## config.mk

```make
export PLATFORM = sky130hd
export DESIGN_NAME = geo_probe_seq
export DESIGN_NICKNAME = d
export VERILOG_FILES = /design/src/rtl/geo_pkg.sv /design/src/rtl/geo_timer.sv /design/src/rtl/geo_capacity.sv /design/src/rtl/geo_search_fsm.sv /design/src/rtl/geo_probe_seq.sv
export SDC_FILE = /design/constraint.sdc
export NUM_CORES = 1
export LEC_CHECK = 0
export ABC_AREA = 1
export CAP_MARGIN = 20
export CORE_MARGIN = 2
export CORE_UTILIZATION = 44
export CTS_BUF_LIST = sky130_fd_sc_hd__clkbuf_4 sky130_fd_sc_hd__clkbuf_8
export CTS_CLUSTER_SIZE = 8
export DETAILED_ROUTE_END_ITERATION = 6
export PLACE_DENSITY = 0.92
export SYNTH_ARGS = -nofsm -noshare
export SYNTH_HDL_FRONTEND = slang
export SYNTH_SLANG_ARGS = --single-unit
```

## constraint.sdc

```tcl
create_clock -name clk_i -period 3.8 [get_ports clk_i]
set_input_delay 0.76 -clock clk_i [delete_from_list [all_inputs] [get_ports clk_i]]
set_output_delay 0.76 -clock clk_i [all_outputs]
set_load 0.005 [all_outputs]
```

## src/rtl/geo_pkg.sv

```systemverilog
package geo_pkg;
  localparam int ROWS_W     = 5;
  localparam int PEXP_W     = 4;
  localparam int RANK_W     = 2;
  localparam int ROW_FIRST  = 11;
  localparam int ROW_LAST   = 15;
  localparam int ROW_NONE   = 16;
  localparam int ROW_PEXP   = 9;   // page 512 during row search
  localparam int COL_FIRST  = 9;
  localparam int COL_LAST   = 12;
  localparam int COL_NONE   = 13;
  localparam int COL_ROWS   = 11;
  localparam int COL_PEXP   = 13;  // page 8192 during column search
  localparam int PROBE_RANK = 1;
  localparam int PAGE_W     = COL_PEXP + 1;

  typedef struct packed {
    logic              bus16;
    logic              bank;
    logic [PEXP_W-1:0] pexp;
    logic [ROWS_W-1:0] rows;
    logic [RANK_W-1:0] rank;
    logic              seq;
  } cfg_t;

  localparam int CFG_W = $bits(cfg_t);

  typedef enum logic [2:0] {
    S_IDLE, S_ROW_CFG, S_ROW_REQ, S_ROW_WAIT,
    S_COL_CFG, S_COL_REQ, S_COL_WAIT, S_FIN
  } st_e;
endpackage

```

## src/rtl/geo_timer.sv

```systemverilog
module geo_timer #(
  parameter int TIMEOUT_CYC = 32
) (
  input  logic clk_i,
  input  logic rst_ni,
  input  logic run_i,
  output logic expired_o
);
  localparam int CW = (TIMEOUT_CYC > 1) ? $clog2(TIMEOUT_CYC) : 1;
  localparam logic [CW-1:0] LAST = CW'(TIMEOUT_CYC - 1);

  logic [CW-1:0] cnt_q;

  always_ff @(posedge clk_i or negedge rst_ni) begin
    if (!rst_ni)            cnt_q <= '0;
    else if (!run_i)        cnt_q <= '0;
    else if (cnt_q != LAST) cnt_q <= cnt_q + 1'b1;
  end

  assign expired_o = run_i && (cnt_q == LAST);
endmodule

```

## src/rtl/geo_capacity.sv

```systemverilog
module geo_capacity #(
  parameter int CAP_W = 40
) (
  input  logic [geo_pkg::PEXP_W-1:0] pexp_i,
  input  logic [geo_pkg::ROWS_W-1:0] rows_i,
  input  logic [geo_pkg::RANK_W-1:0] rank_i,
  input  logic                       bank_i,
  input  logic                       bus16_i,
  output logic [geo_pkg::PAGE_W-1:0] page_size_o,
  output logic [CAP_W-1:0]           capacity_o
);
  localparam int SH_W = 7;
  logic [SH_W-1:0] sh;

  // every factor is a power of two, so capacity is a single shift
  assign sh = SH_W'(pexp_i) + SH_W'(bus16_i) + SH_W'(bank_i) + SH_W'(rank_i) + SH_W'(rows_i);
  assign page_size_o = geo_pkg::PAGE_W'(1) << pexp_i;
  assign capacity_o  = CAP_W'(1) << sh;
endmodule

```

## src/rtl/geo_search_fsm.sv

```systemverilog
module geo_search_fsm #(
  parameter int ADDR_W = 32
) (
  input  logic                       clk_i,
  input  logic                       rst_ni,
  input  logic                       start_i,
  input  logic [geo_pkg::RANK_W-1:0] rank_i,
  input  logic                       bank_i,
  input  logic                       bus16_i,
  input  logic                       probe_done_i,
  input  logic                       probe_match_i,
  input  logic                       tmo_i,
  output logic                       wait_o,
  output geo_pkg::cfg_t              cfg_o,
  output logic                       cfg_apply_o,
  output logic [ADDR_W-1:0]          probe_addr_o,
  output logic                       probe_req_o,
  output logic                       busy_o,
  output logic                       done_o,
  output logic [geo_pkg::ROWS_W-1:0] rows_o,
  output logic [geo_pkg::PEXP_W-1:0] pexp_o,
  output logic [geo_pkg::RANK_W-1:0] rank_o,
  output logic                       bank_o,
  output logic                       bus16_o
);
  import geo_pkg::*;

  st_e               st_q;
  logic [ROWS_W-1:0] cand_q;
  logic [ROWS_W-1:0] rows_q;
  logic [PEXP_W-1:0] pexp_q;
  logic [RANK_W-1:0] rank_q;
  logic              bank_q, bus16_q;

  logic resolved, hit, row_ph, col_ph;
  assign resolved = probe_done_i | tmo_i;   // done wins over expiry
  assign hit      = probe_done_i & probe_match_i;
  assign row_ph   = (st_q == S_ROW_CFG) || (st_q == S_ROW_REQ) || (st_q == S_ROW_WAIT);
  assign col_ph   = (st_q == S_COL_CFG) || (st_q == S_COL_REQ) || (st_q == S_COL_WAIT);

  always_ff @(posedge clk_i or negedge rst_ni) begin
    if (!rst_ni) begin
      st_q    <= S_IDLE;
      cand_q  <= '0;
      rows_q  <= '0;
      pexp_q  <= '0;
      rank_q  <= '0;
      bank_q  <= 1'b0;
      bus16_q <= 1'b0;
    end else begin
      unique case (st_q)
        S_IDLE: if (start_i) begin
          rank_q  <= rank_i;
          bank_q  <= bank_i;
          bus16_q <= bus16_i;
          cand_q  <= ROWS_W'(ROW_FIRST);
          st_q    <= S_ROW_CFG;
        end
        S_ROW_CFG: st_q <= S_ROW_REQ;
        S_ROW_REQ: st_q <= S_ROW_WAIT;
        S_ROW_WAIT: if (resolved) begin
          if (hit || cand_q == ROWS_W'(ROW_LAST)) begin
            rows_q <= hit ? cand_q : ROWS_W'(ROW_NONE);
            cand_q <= ROWS_W'(COL_FIRST);
            st_q   <= S_COL_CFG;
          end else begin
            cand_q <= cand_q + 1'b1;
            st_q   <= S_ROW_REQ;
          end
        end
        S_COL_CFG: st_q <= S_COL_REQ;
        S_COL_REQ: st_q <= S_COL_WAIT;
        S_COL_WAIT: if (resolved) begin
          if (hit || cand_q == ROWS_W'(COL_LAST)) begin
            pexp_q <= hit ? PEXP_W'(cand_q) : PEXP_W'(COL_NONE);
            st_q   <= S_FIN;
          end else begin
            cand_q <= cand_q + 1'b1;
            st_q   <= S_COL_REQ;
          end
        end
        S_FIN:   st_q <= S_IDLE;
        default: st_q <= S_IDLE;
      endcase
    end
  end

  always_comb begin
    cfg_o       = '0;
    cfg_o.bus16 = bus16_q;
    cfg_o.bank  = bank_q;
    if (row_ph) begin
      cfg_o.seq  = 1'b1;
      cfg_o.rank = RANK_W'(PROBE_RANK);
      cfg_o.rows = ROWS_W'(ROW_NONE);
      cfg_o.pexp = PEXP_W'(ROW_PEXP);
    end else if (col_ph) begin
      cfg_o.seq  = 1'b1;
      cfg_o.rank = RANK_W'(PROBE_RANK);
      cfg_o.rows = ROWS_W'(COL_ROWS);
      cfg_o.pexp = PEXP_W'(COL_PEXP);
    end else begin
      cfg_o.seq  = 1'b0;
      cfg_o.rank = rank_q;
      cfg_o.rows = rows_q;
      cfg_o.pexp = pexp_q;
    end
  end

  logic [5:0] addr_sh;
  assign addr_sh = row_ph ? (6'(cand_q) + 6'(ROW_PEXP)) : 6'(cand_q);

  assign probe_addr_o = ADDR_W'(1) << addr_sh;
  assign probe_req_o  = (st_q == S_ROW_REQ) || (st_q == S_COL_REQ);
  assign wait_o       = (st_q == S_ROW_WAIT) || (st_q == S_COL_WAIT);
  assign cfg_apply_o  = (st_q == S_ROW_CFG) || (st_q == S_COL_CFG) || (st_q == S_FIN);
  assign done_o       = (st_q == S_FIN);
  assign busy_o       = (st_q != S_IDLE);
  assign rows_o       = rows_q;
  assign pexp_o       = pexp_q;
  assign rank_o       = rank_q;
  assign bank_o       = bank_q;
  assign bus16_o      = bus16_q;
endmodule

```

## src/rtl/geo_probe_seq.sv

```systemverilog
module geo_probe_seq #(
  parameter int ADDR_W      = 32,
  parameter int CAP_W       = 40,
  parameter int TIMEOUT_CYC = 32
) (
  input  logic                       clk_i,
  input  logic                       rst_ni,
  input  logic                       start_i,
  input  logic [geo_pkg::RANK_W-1:0] rank_i,
  input  logic                       bank_i,
  input  logic                       bus16_i,
  output logic [geo_pkg::CFG_W-1:0]  cfg_o,
  output logic                       cfg_apply_o,
  output logic [ADDR_W-1:0]          probe_addr_o,
  output logic                       probe_req_o,
  input  logic                       probe_done_i,
  input  logic                       probe_match_i,
  output logic                       busy_o,
  output logic                       done_o,
  output logic [geo_pkg::ROWS_W-1:0] rows_o,
  output logic [geo_pkg::PAGE_W-1:0] page_size_o,
  output logic [CAP_W-1:0]           capacity_o
);
  import geo_pkg::*;

  logic              wait_s, tmo_s, bank_s, bus16_s;
  cfg_t              cfg_s;
  logic [PEXP_W-1:0] pexp_s;
  logic [RANK_W-1:0] rank_s;

  geo_search_fsm #(.ADDR_W(ADDR_W)) u_fsm (
    .clk_i, .rst_ni, .start_i, .rank_i, .bank_i, .bus16_i,
    .probe_done_i, .probe_match_i,
    .tmo_i        (tmo_s),
    .wait_o       (wait_s),
    .cfg_o        (cfg_s),
    .cfg_apply_o, .probe_addr_o, .probe_req_o, .busy_o, .done_o, .rows_o,
    .pexp_o       (pexp_s),
    .rank_o       (rank_s),
    .bank_o       (bank_s),
    .bus16_o      (bus16_s)
  );

  geo_timer #(.TIMEOUT_CYC(TIMEOUT_CYC)) u_tmr (
    .clk_i, .rst_ni,
    .run_i     (wait_s),
    .expired_o (tmo_s)
  );

  geo_capacity #(.CAP_W(CAP_W)) u_cap (
    .pexp_i      (pexp_s),
    .rows_i      (rows_o),
    .rank_i      (rank_s),
    .bank_i      (bank_s),
    .bus16_i     (bus16_s),
    .page_size_o,
    .capacity_o
  );

  assign cfg_o = cfg_s;
endmodule

```

==> impl_summary.md <==
Synthesis
In the synthesized netlist, mux cells make up 0.830% of the area. The cell area after synthesis is between 2000 and 3000 µm². Synthesis instantiated 31 different standard cells from the library. The synthesized-area fraction occupied by adder cells is a little over 9%.

The share of flip-flops with an asynchronous set or reset is 100%. The main combinational cell family by area after synthesis is simple AND/OR/NAND/NOR gates. The primary flip-flop cell chosen by synthesis mapping is dfrtp_1. After synthesis the netlist holds a flip-flop and latch count of 26.

The synthesized-area fraction occupied by and/or/nand/nor cells is between 40% and 50%. The number of enable flip-flop cells after synthesis is 0. The synthesized area divided by synthesized cell count is 6.00 µm². During synthesis, Yosys emitted a total of 0 warnings. The area fraction of the dominant cell type after synthesis is 24.0%. Ranked by total cell area, the synthesized netlist is headed by dfrtp_1 (24%), nor2_1 (15%), nand2_1 (15%).

After technology mapping, the gate count stands at 452. The synthesized netlist net count is about 480. The share of the synthesized area in compound gates (AO/OA/AOI/OAI) is 6.73%. The biggest area contributor in the post-synthesis netlist is dfrtp_1. Sequential elements use 24.0% of the synthesized area.

The share of the synthesized netlist area taken by xor and xnor gates is 2.58%.

Clocking
In this run, CTS created clock tree buffers numbering 3. In this run, post-CTS hold repair placed 0 buffers. The TritonCTS clock tree is yes.

The register clock-pin slew on the reported worst setup and hold paths is approximately 0.09 ns. The clock network latency to the later pin of the worst-skew pair is 0.28 ns. The maximum count of clock buffers along a single path is 2. The deepest level of the CTS H-tree is 1.

The cell chosen for the clock root is clkbuf_8. The number of clock sinks seen by CTS is 26.

Worst setup path
The logic depth of the worst register-to-register path is 8. In this run the critical register-to-register path is launched from u_fsm.cand_q[0]. The reg-to-reg endpoint is u_fsm.rows_o[4]. For this design, the slowest cell found on the critical path is fa_1. STA classifies the critical path endpoint as an output pin. STA puts the critical path data required time at 3.04 ns. The capture point of the worst path is capacity_o[3]. In this run the worst path has a maximum fanout of 3. The worst setup path category is reg -> out. The critical path launch point is u_fsm.bus16_o.

The critical path goes through ha_2 -> inv_1 -> fa_1 -> inv_2 -> ha_4 -> fa_2 -> xnor2_2 -> inv_2 -> buf_6 -> nor3_4 -> buf_6 -> buf_4 -> nand2_2 -> nor2_1 -> buf_2. Data on the critical path arrives at its endpoint at 3.24 ns. The critical path startpoint category is a register.

The worst register-to-register path has a setup slack of ~1.8 ns. The peak per-stage delay on the critical path is ~0.5 ns.

Timing
The final number of hold-violating endpoints came to 0. The actual transition at the worst max-transition pin is 0.903 ns. The hold slack is 0.541 ns. The headroom to the max-slew limit is between 30% and 40%.

Based on the critical path, the design can be clocked at up to 250 MHz. The shortest clock period the worst path allows after layout is 4.00 ns. The final clock skew is ~0.0018 ns. Dividing the final minimum period by the clock period gives 105%. Setup violations remaining at the end of the flow were counted as 36. For the final routed database, the setup TNS stands at -3.86 ns.

The number of max-slew violations in the final report came to 0. The slack of the critical path is -0.199 ns. Setup repair after global routing could not meet its margin everywhere.

Layout
Registers take 651 µm². The antenna cell count is 0. The area of the multi-input gates is 2130 µm². The library cell used most frequently in the layout, excluding fill and tap cells, is nor2_1. The post-route netlist has 29.4% of its cells at a drive strength greater than 1. In the layout the commonest cells are nor2_1 (90), nand2_1 (89), clkdlybuf4s50_1 (77), inv_1 (48), nand3_1 (38). The final layout net count is 640. The layout overhead on the synthesized area is 70.2%. The final design instance area without fill is 4620 µm². The layout has 395 filler cells.

Run
Max-cap violations in this run came to 0.

Die
The initial cell density of the core is between 40% and 50%. The width of the die is 82.5 µm. After floorplanning, the core was sized to cover between 5000 and 6000 µm². In this run the vertical extent of the chip is 82.5 µm. The die covers between 6000 and 7000 µm². The standard-cell row count is 28.

118 I/O pins were placed.

Global route
Entering global routing, the biggest net connects 27 pins. The sum of overflow across all layers after global routing is 0. The first global-routing pass estimated 14,800 µm of wire. The total track usage is 27.8%. The number of global-route vias before repair is around 3,400. The initial antenna violation count is 0.

Place
Routability-driven placement finished with a final weighted congestion of ~0.9. The number of buffers added on ports is 117. The HPWL after detailed placement is approximately 6700 µm. Before CTS, the worst setup slack after placement is -0.267 ns. The instance area after placement is 4040 µm².

Status
The run finished, with violations left. The final reports fail on negative setup slack.

Route
The number of vias per cell after detailed routing is 5.37. The count of nets left with antenna violations once routing finished came out at 0. For this run, design rule violations remaining after detail routing come to 0. In the final routed layout, each cell accounts on average for 15.6 µm. Wires add up to 10,700 µm. The number of iterations in the first detailed-routing pass is 5.

The via count of the routed design is 3,690. After the first detailed-routing iteration, the DRC count stood at roughly 180.

Min path
The path class of the lowest-slack min-delay path is reg -> reg.
-- layer usage --
layer | track usage [%] | vias up | part of all wire (%)
met3 | 3.15 | 44 | 7.3
met2 | 56.9 | 169 | 54
met5 | 0 | - | 0
met4 | 11.1 | 0 | 4.1
met1 | 27.8 | 1726 | 34
li1 | - | 1751 | -
-- logic make-up after synthesis --
logic type,count (synthesis)
AND/OR/NAND/NOR,297
XOR/XNOR,8
flip-flops,26
buffers and inverters,68
adder cells (fa/ha/maj),18
multiplexers,2
AO/OA/AOI/OAI,33
-- critical path: cells and delay by family, from the launching register on --
family	cells	cell delay [ns]
buffers and inverters	7	0.72
XOR/XNOR	1	0.18
flip-flops	1	0.41
adder cells (fa/ha/maj)	4	1.38
AND/OR/NAND/NOR	3	0.29
-- layout make-up --
| type | instances | area share, % |
|---|---|---|
| Inverter | 56 | 4.61 |
| Clock buffer | 4 | 1.19 |
| Sequential cell | 26 | 14.1 |
| Timing Repair Buffer | 166 | 32.0 |
| Tap cell | 75 | 2.03 |
| Multi-Input combinational cell | 360 | 46.1 |
-- sequential cells by signal (all words and copies together) (netlist names) --
signal and count:
u_tmr.cnt_q 5, u_fsm.rows_o 5, u_fsm.bank_o 1, u_fsm.rank_o 2, u_fsm.bus16_o 1, u_fsm.pexp_o 4
u_fsm.cand_q 5, u_fsm.st_q 3
-- worst min-delay path by stage --
stage	start	to	slack (ns)	cells past startpoint
floorplan	rst_ni	u_fsm.bank_o	0.46	0
global placement	u_tmr.cnt_q[3]	u_tmr.cnt_q[3]	0.51	3
detailed placement	u_tmr.cnt_q[3]	u_tmr.cnt_q[3]	0.52	2
CTS	u_tmr.cnt_q[3]	u_tmr.cnt_q[3]	0.55	2
global route	u_tmr.cnt_q[3]	u_tmr.cnt_q[3]	0.57	3
finish	u_tmr.cnt_q[3]	u_tmr.cnt_q[3]	0.54	2
-- repair_timing --
item                       in CTS  in global routing
gates resized for setup       206                 67
setup buffers                  23                  8
gates cloned                    2                  0
setup endpoints to repair      40                 40
pin swaps                      46                 28
-- metrics by stage --
stage	instances	utilization [%]
floorplan	452	-
global placement	651	67.9
detailed placement	651	67.9
CTS	680	72.6
global route	687	77.5
finish	687	77.5
-- cell usage after synthesis, types with 2 or more instances --
cell,number
xor2_1,6
dfrtp_1,26
nand2_2,13
a31oi_1,2
nor2_2,2
mux2_2,2
a21oi_1,4
nand2_1,106
or2_2,2
fa_1,3
o21ai_2,3
buf_4,5
nor2_1,110
xnor2_1,2
inv_1,55
clkbuf_1,2
buf_2,4
nor3_1,15
ha_1,15
nand3_1,42
o21ai_0,21
nand4_1,3
Power is left out: the tool's default activity adds up to more than one toggle a clock period on the data nets, which glitch-free logic cannot reach.
